===== src/rtl/baud_gen_pkg.sv =====
package baud_gen_pkg;
    typedef enum logic [0:0] {
        ST_FLUSH = 1'b0,
        ST_RUN   = 1'b1
    } bg_state_e;
endpackage


===== src/rtl/bg_src_enable.sv =====
module bg_src_enable (
    input  logic clk,
    input  logic rst_n,
    input  logic clear_i,
    input  logic run_i,
    input  logic sel_ext_i,
    input  logic ext_i,
    output logic src_en_o
);
    logic phase_q;
    logic ext_q;

    // Internal half-rate enable: toggles every cycle, restarted by a flush.
    always_ff @(posedge clk or negedge rst_n) begin
        if (!rst_n) begin
            phase_q <= 1'b0;
        end else if (clear_i) begin
            phase_q <= 1'b0;
        end else begin
            phase_q <= ~phase_q;
        end
    end

    // Previous external strobe value, for rising-edge detection.
    always_ff @(posedge clk or negedge rst_n) begin
        if (!rst_n) begin
            ext_q <= 1'b0;
        end else begin
            ext_q <= ext_i;
        end
    end

    always_comb begin
        if (!run_i) begin
            src_en_o = 1'b0;
        end else if (sel_ext_i) begin
            src_en_o = ext_i & ~ext_q;
        end else begin
            src_en_o = phase_q;
        end
    end
endmodule


===== src/rtl/bg_div_stage.sv =====
module bg_div_stage #(
    parameter int W = 4
) (
    input  logic         clk,
    input  logic         rst_n,
    input  logic         clear_i,
    input  logic         en_i,
    input  logic         bypass_i,
    input  logic [W-1:0] limit_i,
    output logic         tick_o
);
    logic [W-1:0] cnt_q;
    logic         at_limit;

    assign at_limit = (cnt_q == limit_i);
    assign tick_o   = en_i & (bypass_i | at_limit);

    always_ff @(posedge clk or negedge rst_n) begin
        if (!rst_n) begin
            cnt_q <= '0;
        end else if (clear_i) begin
            cnt_q <= '0;
        end else if (en_i) begin
            if (bypass_i || at_limit) begin
                cnt_q <= '0;
            end else begin
                cnt_q <= cnt_q + 1'b1;
            end
        end
    end

    // the count never passes the programmed limit between flushes.
    assert_no_overflow_R2: assert property (
        @(posedge clk) disable iff (!rst_n || clear_i)
        (cnt_q <= limit_i)
    );
endmodule


===== src/rtl/baud_gen_2stage.sv =====
module baud_gen_2stage
    import baud_gen_pkg::*;
#(
    parameter int TC_W     = 12,
    parameter int PRE_LOG2 = 4,
    parameter int OS_LOG2  = 4,
    localparam int DIV_W   = TC_W + PRE_LOG2
) (
    input  logic             clk,
    input  logic             rst_n,
    input  logic             src_ext_sel_i,
    input  logic             ext_clk_en_i,
    input  logic [DIV_W-1:0] divisor_i,
    output logic             os_tick_o,
    output logic             bit_tick_o
);
    bg_state_e         state_q;
    bg_state_e         state_d;
    logic [TC_W-1:0]   tc_q;
    logic              pre_q;
    logic              sel_q;
    logic              cfg_change;
    logic              clear;
    logic              run;
    logic              src_en;
    logic              s1_tick;
    logic              os_comb;
    logic              bit_comb;
    logic [TC_W-1:0]   tc_in;
    logic              pre_in;
    logic              unused_pre_bits;

    // Field split: time constant on top, prescale select in bit 0.
    assign tc_in           = divisor_i[DIV_W-1 -: TC_W];
    assign pre_in          = divisor_i[0];
    assign unused_pre_bits = ^divisor_i[PRE_LOG2-1:1];

    // Configuration copy, refreshed every cycle.
    always_ff @(posedge clk or negedge rst_n) begin
        if (!rst_n) begin
            tc_q  <= '0;
            pre_q <= 1'b0;
            sel_q <= 1'b0;
        end else begin
            tc_q  <= tc_in;
            pre_q <= pre_in;
            sel_q <= src_ext_sel_i;
        end
    end

    assign cfg_change = (tc_in != tc_q) || (pre_in != pre_q) ||
                        (src_ext_sel_i != sel_q);

    // State register.
    always_ff @(posedge clk or negedge rst_n) begin
        if (!rst_n) begin
            state_q <= ST_FLUSH;
        end else begin
            state_q <= state_d;
        end
    end

    // Next-state logic.
    always_comb begin
        state_d = state_q;
        unique case (state_q)
            ST_FLUSH: state_d = ST_RUN;
            ST_RUN:   state_d = cfg_change ? ST_FLUSH : ST_RUN;
            default:  state_d = ST_FLUSH;
        endcase
    end

    // State decode.
    always_comb begin
        clear = 1'b0;
        run   = 1'b0;
        unique case (state_q)
            ST_FLUSH: clear = 1'b1;
            ST_RUN:   run   = 1'b1;
            default:  clear = 1'b1;
        endcase
    end

    bg_src_enable u_src (
        .clk       (clk),
        .rst_n     (rst_n),
        .clear_i   (clear),
        .run_i     (run),
        .sel_ext_i (sel_q),
        .ext_i     (ext_clk_en_i),
        .src_en_o  (src_en)
    );

    bg_div_stage #(.W(TC_W)) u_tc (
        .clk      (clk),
        .rst_n    (rst_n),
        .clear_i  (clear),
        .en_i     (src_en),
        .bypass_i (1'b0),
        .limit_i  (tc_q),
        .tick_o   (s1_tick)
    );

    bg_div_stage #(.W(PRE_LOG2)) u_pre (
        .clk      (clk),
        .rst_n    (rst_n),
        .clear_i  (clear),
        .en_i     (s1_tick),
        .bypass_i (~pre_q),
        .limit_i  ({PRE_LOG2{1'b1}}),
        .tick_o   (os_comb)
    );

    bg_div_stage #(.W(OS_LOG2)) u_bit (
        .clk      (clk),
        .rst_n    (rst_n),
        .clear_i  (clear),
        .en_i     (os_comb),
        .bypass_i (1'b0),
        .limit_i  ({OS_LOG2{1'b1}}),
        .tick_o   (bit_comb)
    );

    // Registered, glitch-free tick outputs.
    always_ff @(posedge clk or negedge rst_n) begin
        if (!rst_n) begin
            os_tick_o  <= 1'b0;
            bit_tick_o <= 1'b0;
        end else begin
            os_tick_o  <= os_comb;
            bit_tick_o <= bit_comb;
        end
    end

    // ticks are single-cycle pulses.
    assert_os_pulse_R4: assert property (
        @(posedge clk) disable iff (!rst_n)
        os_tick_o |=> !os_tick_o
    );

    assert_bit_pulse_R4: assert property (
        @(posedge clk) disable iff (!rst_n)
        bit_tick_o |=> !bit_tick_o
    );

    // a bit tick always coincides with an oversample tick.
    assert_bit_in_os_R3: assert property (
        @(posedge clk) disable iff (!rst_n)
        bit_tick_o |-> os_tick_o
    );

    // the cycle after a flush carries no tick.
    assert_flush_quiet_R6: assert property (
        @(posedge clk) disable iff (!rst_n)
        (state_q == ST_FLUSH) |=> (!os_tick_o && !bit_tick_o)
    );

    // in external mode a tick needs a sampled high strobe.
    assert_ext_edge_R7: assert property (
        @(posedge clk) disable iff (!rst_n)
        (os_tick_o && sel_q && $past(sel_q)) |-> $past(ext_clk_en_i)
    );
endmodule


===== config.mk =====
export PLATFORM = sky130hd
export DESIGN_NAME = baud_gen_2stage
export DESIGN_NICKNAME = d
export VERILOG_FILES = /design/src/rtl/baud_gen_pkg.sv /design/src/rtl/bg_src_enable.sv /design/src/rtl/bg_div_stage.sv /design/src/rtl/baud_gen_2stage.sv
export SDC_FILE = /design/constraint.sdc
export NUM_CORES = 1
export LEC_CHECK = 0
export CAP_MARGIN = 20
export CORE_MARGIN = 8
export CORE_UTILIZATION = 50
export DETAILED_ROUTE_END_ITERATION = 12
export GPL_TIMING_DRIVEN = 0
export PLACE_DENSITY = 0.72
export SYNTH_ARGS = -nofsm -noshare
export SYNTH_HDL_FRONTEND = slang
export SYNTH_SLANG_ARGS = --single-unit
export TNS_END_PERCENT = 100

===== constraint.sdc =====
create_clock -name clk -period 5.19 [get_ports clk]
set_clock_uncertainty 0.1 [all_clocks]
set_input_delay 0.519 -clock clk [delete_from_list [all_inputs] [get_ports clk]]
set_output_delay 0.519 -clock clk [all_outputs]
set_load 0.03 [all_outputs]

After elaboration in Yosys (flattened, before gate mapping)

Index checks and enable logic that the tools add are counted.

Flip-flop bits (word level): 39

Add/sub/neg operators: 3
Equal/unequal tests: 9
Muxes and demuxes: 15
Bitwise logic cells: 9
Reduce and logical (&&, ||, !) cells: 3

Operators by type and width:

| kind                  | count |
|---|---|
| $mux 12               | 3 |
| $mux 4                | 6 |
| $add 12x1->12 const B | 1 |
| $eq 12x12->1          | 1 |
| $ne 12x12->1          | 1 |
| $add 4x1->4 const B   | 2 |
| $eq 4x4->1 const B    | 2 |
| $ne 2x1->1 const B    | 3 |
| $mux 1                | 5 |
| $and 1x1->1           | 4 |
| $not 1->1             | 4 |
| $logic_or 1x1->1      | 3 |
| $ne 1x1->1            | 2 |
| $pmux 1 s2            | 1 |
| $or 1x1->1            | 1 |

Depth between registers and ports, before layout

Depth in word-level cells: 8
Depth in mapped cells: 7

Hierarchy

From an unflattened synthesis, not the netlist that was laid out.

Cell total of the unflattened synthesis: 185
Area total of the unflattened synthesis: 2097.0 µm²

Modules (own cells, without submodules):

| module                    | instances | cells an instance | area an instance (µm²) | sequential area each (µm²) |
|---|---|---|---|---|
| bg_div_stage at u_tc      | 1         | 81                | 863.3                  | 300.3 |
| baud_gen_2stage           | 1         | 40                | 599.3                  | 425.4 |
| bg_div_stage at u_bit ... | 2         | 29                | 281.5                  | 100.1 |
| bg_src_enable             | 1         | 6                 | 71.3                   | 50.0 |

Worst setup path before layout

No wires, ideal clock.

Path type: flip-flop to flip-flop
From: reg u_tc.cnt_q[2]
To: reg u_bit.cnt_q[0]
Library setup time: 0.078 ns
Data arrival time: 1.786 ns
Setup slack: 3.226 ns
Stages on the path, launching flop included: 7
Path buffers: 1
Clock period less this slack: 1.964 ns
Path through: dfrtp_1 -> buf_6 -> xor2_1 -> nor4_4 -> nand3_4 -> or4b_1 -> a21oi_1

Cells in the longest elaborated chain, start to end: 4

RTL lines:

| element                     | RTL line           | source |
|---|---|---|
| start: declaration          | bg_div_stage.sv:12 | `logic [W-1:0] cnt_q;` |
| start signal: assignment    | bg_div_stage.sv:27 | `cnt_q <= cnt_q + 1'b1;` |
| $eq 12x12->1                | bg_div_stage.sv:15 | `assign at_limit = (cnt_q == limit_i);` |
| $and 1x1->1 (2 in series)   | bg_div_stage.sv:16 | `assign tick_o = en_i & (bypass_i \| at_limit);` |
| $ne 2x1->1 (no source line) | n/a                |  |
| end signal: assignment      | bg_div_stage.sv:27 |  |
| end: declaration            | bg_div_stage.sv:12 |  |

Every way passes these cells.
A chain may end at the register's enable or synchronous reset.

Final worst setup path

From: in ext_clk_en_i
To: reg u_bit.cnt_q[0]

Cells in the longest elaborated chain, start to end: 6

RTL lines:

| element                     | RTL line              | source |
|---|---|---|
| start: declaration          | baud_gen_2stage.sv:12 | `input logic ext_clk_en_i,` |
| $and 1x1->1                 | bg_src_enable.sv:37   | `src_en_o = ext_i & ~ext_q;` |
| $mux 1                      | bg_src_enable.sv:36   | `end else if (sel_ext_i) begin` |
| $mux 1                      | bg_src_enable.sv:34   | `if (!run_i) begin` |
| $and 1x1->1 (2 in series)   | bg_div_stage.sv:16    |  |
| $ne 2x1->1 (no source line) | n/a                   |  |

Every way passes these cells.

==> flow_metrics.env <==
export IMPL_avgSynthCellArea_um2=10.3
export IMPL_p_per_area_nw_per_um2=237
export IMPL_p_leak_nw=0.928
export IMPL_yosysMostFrequentCell="dfrtp_1"
export IMPL_finalCritPeriodShare_pct=44.7
export IMPL_grt_pass1_vias=1591
export IMPL_drcViolationCount=0
export IMPL_placementRows=23
export IMPL_dp_cells=261
export IMPL_required_ps=5300
export IMPL_cts_sinks=39
export IMPL_setup_violations_final=0
export IMPL_synth_largest_area_cell="dfrtp_1"
export IMPL_ctsRootBufferMaster="clkbuf_8"
export IMPL_rsz0062_at_grt="false"
export IMPL_insertion_delay_ps=280
export IMPL_relSlewSlack_pct=42.4
export IMPL_dpl_worst_slack_ps=2570
export IMPL_power_frac_seq_pct=57.8
export IMPL_cap_violations=0
export IMPL_combPwrFrac_pct=8.4
export IMPL_viasPerCell=6.00
export IMPL_synth_ff_type="dfrtp_1"
export IMPL_die_h_um=79.2
export IMPL_syn_cell_area_um2=2000
export IMPL_grt_overflow_total=0
export IMPL_firstDrtPassIters=4
export IMPL_place_gp_congestion=0.873
export IMPL_post_route_min_period_ps=2320
export IMPL_worst_setup_path_end_kind="register"
export IMPL_ys_seq_elements=39
export IMPL_ys_seq_area_share_pct=48.9
export IMPL_netlist_instances=193
export IMPL_hold_class="in2async"
export IMPL_fin_setup_tns_ps=0
export IMPL_synth_distinct_cells=37
export IMPL_grt_util_all_layers_pct=15.5
export IMPL_tritoncts="yes"
export IMPL_ys_warn_count=0
export IMPL_p_int_mw=0.421
export IMPL_grt_pass1_wl_um=7680
export IMPL_synth_edf_count=0
export IMPL_insertedDiodeCount=0
export IMPL_synth_commonest_cells="dfrtp_1 (39), nand2_1 (17), nand3_1 (17)"
export IMPL_switching_share_pct=23.1
export IMPL_dp_hpwl_um=3310
export IMPL_fin_cells=267
export IMPL_vdd_drop_max_mv=0.187
export IMPL_drt_iter0_markers=123
export IMPL_cts_buffer_depth=2
export IMPL_startpoint_type="input pin"
export IMPL_dr_total_vias=1602
export IMPL_area_delta_synth_final_pct=15.5
export IMPL_cts_setup_buffers=0
export IMPL_routed_wl_um=4590
export IMPL_die_w_um=79.2
export IMPL_drtAntennaViolNets=0
export IMPL_synth_top_area_share_pct=48.9
export IMPL_async_flop_share_pct=100
export IMPL_grt_antenna_before_repair=0
export IMPL_worstMarginPinSlew_ps=864
export IMPL_switchingPower_mw=0.126
export IMPL_cts_buffers=5
export IMPL_io_buffers=18
export IMPL_fmax_mhz=431
export IMPL_crit_fanout=9
export IMPL_cts_repair_resized=0
export IMPL_worstPathArrival_ps=2430
export IMPL_start_util_pct=51.0
export IMPL_synth_area_leaders="dfrtp_1 (49%), xor2_1 (7.0%), xnor2_1 (4.4%)"
export IMPL_clk_pin_slew_ps=70
export IMPL_hold_viol_final=0
export IMPL_ioPinCount=22
export IMPL_htree_levels=2
export IMPL_dieArea_um2=6270
export IMPL_wl_per_cell_um=17.2
export IMPL_syn_num_nets=216
export IMPL_crit_type="in2reg"
export IMPL_cts_hold_buf=0
export IMPL_drive_above_1_share_pct=6.45
export IMPL_fin_nets=241
export IMPL_grt_max_degree=40
export IMPL_drv_slew=0
export IMPL_status="finished clean"
export IMPL_pwr_share_clk_pct=33.8
export IMPL_final_setup_worst_slack_ps=2870
export IMPL_coreArea_um2=3910
-- cell usage in the layout (no fill, tap or decap) --
cell type,synthesis,layout
a21oi_1,12,12
a31o_2,2,2
a31oi_1,5,5
and2_1,2,2
and3_1,9,9
buf_2,0,1
buf_6,2,2
clkbuf_1,5,6
clkbuf_8,0,5
clkdlybuf4s50_1,0,17
clkinv_1,1,1
dfrtp_1,39,39
ha_1,3,3
inv_1,4,4
nand2_1,17,17
nand3_1,17,17
nand3_4,1,1
nand3b_1,1,1
nand4_1,6,6
nor2_1,4,4
nor2b_1,1,1
nor3_1,1,1
nor3b_1,1,1
nor4_1,4,4
nor4_2,1,1
nor4_4,2,2
nor4b_1,2,2
o211ai_1,1,1
o21a_1,2,2
o21ai_0,6,6
o21ai_1,1,1
o311ai_0,1,1
o31ai_1,2,2
o32ai_1,1,1
o41ai_1,1,1
or3_1,2,2
or4_1,7,7
or4b_1,1,1
xnor2_1,10,10
xor2_1,16,16
-- power groups by stage --
stage	combinational, mW	clock [mW]	sequential [mW]
6_report	0.0459	0.185	0.317
5_1_grt	0.0506	0.205	0.317
4_1_cts	0.0468	0.190	0.317
3_5_place_dp	0.0467	0	0.323
3_3_place_gp	0.0458	0	0.322
2_1_floorplan	0.0218	0	0.321
-- flip-flops by register name, indices dropped and copies added, names as in the netlist --
| register | count |
|---|---|
| tc_q | 12 |
| os_tick_o | 1 |
| u_src.phase_q | 1 |
| sel_q | 1 |
| state_q | 1 |
| bit_tick_o | 1 |
| u_pre.cnt_q | 4 |
| u_src.ext_q | 1 |
| u_bit.cnt_q | 4 |
| pre_q | 1 |
| u_tc.cnt_q | 12 |
-- cell families (layout without fill, tap and decap cells) --
logic type                 count (synthesis)  in the layout  share of synthesized area (%)
and+or+nand+nor                           79             79                           24.4
adders and majority gates                  3              3                           1.88
xor gates and xnor gates                  26             26                           11.4
buffers and inverters                     12             36                           3.01
AOI/OAI and AO/OA                         34             34                           10.4
DFF                                       39             39                           48.9
-- routing by layer --
metal	share of wire, %	GRT usage, %
met1	43	18.0
met2	50	26.6
met3	6.2	4.06
met4	1.2	5.74
met5	0	0
-- cell type report --
| class | instances | area [µm²] |
|---|---|---|
| tap | 50 | 62.6 |
| inverter | 5 | 18.8 |
| multi-input combinational | 142 | 960 |
| buffer | 7 | 41.3 |
| sequential | 39 | 976 |
| timing repair buffer | 18 | 175 |
| clock buffer | 6 | 72.6 |
| fill | 354 | 1610 |
-- critical path, cell delays in order --
cell             delay, ps
clkdlybuf4s50_1        480
nand3b_1               100
o21ai_1                340
nand2_1                310
or4b_1                 520
a21oi_1                150
-- stage by stage --
stage | power (mW) | utilization (%) | area (µm²) | hold slack [ps]
2_1_floorplan | 0.343 | - | 2000 | 123
3_3_place_gp | 0.368 | 57.2 | 2240 | 309
3_5_place_dp | 0.369 | 57.1 | 2230 | 314
4_1_cts | 0.553 | 58.9 | 2310 | 273
5_1_grt | 0.573 | 58.9 | 2310 | 308
6_report | 0.548 | 58.9 | 2310 | 242
-- path summary, 6_finish.rpt --
kind                                           start                    endpoint  slack, ps  depth (start not counted)
min in group clk             u_src.phase_q$_DFF_PN0_     u_src.phase_q$_DFF_PN0_        320                          1
hold reg to reg              u_src.phase_q$_DFF_PN0_     u_src.phase_q$_DFF_PN0_        320                          1
setup reg to reg           u_tc.cnt_q[7]$_DFFE_PN0P_  u_pre.cnt_q[1]$_DFFE_PN0P_       2950                          5
setup / recovery                        ext_clk_en_i  u_bit.cnt_q[0]$_DFFE_PN0P_       2870                          6
hold / removal                                 rst_n         os_tick_o$_DFF_PN0_        240                          1
max in group asynchronous                      rst_n           tc_q[4]$_DFF_PN0_       4200                          1
(Power assumes the default switching activity.)
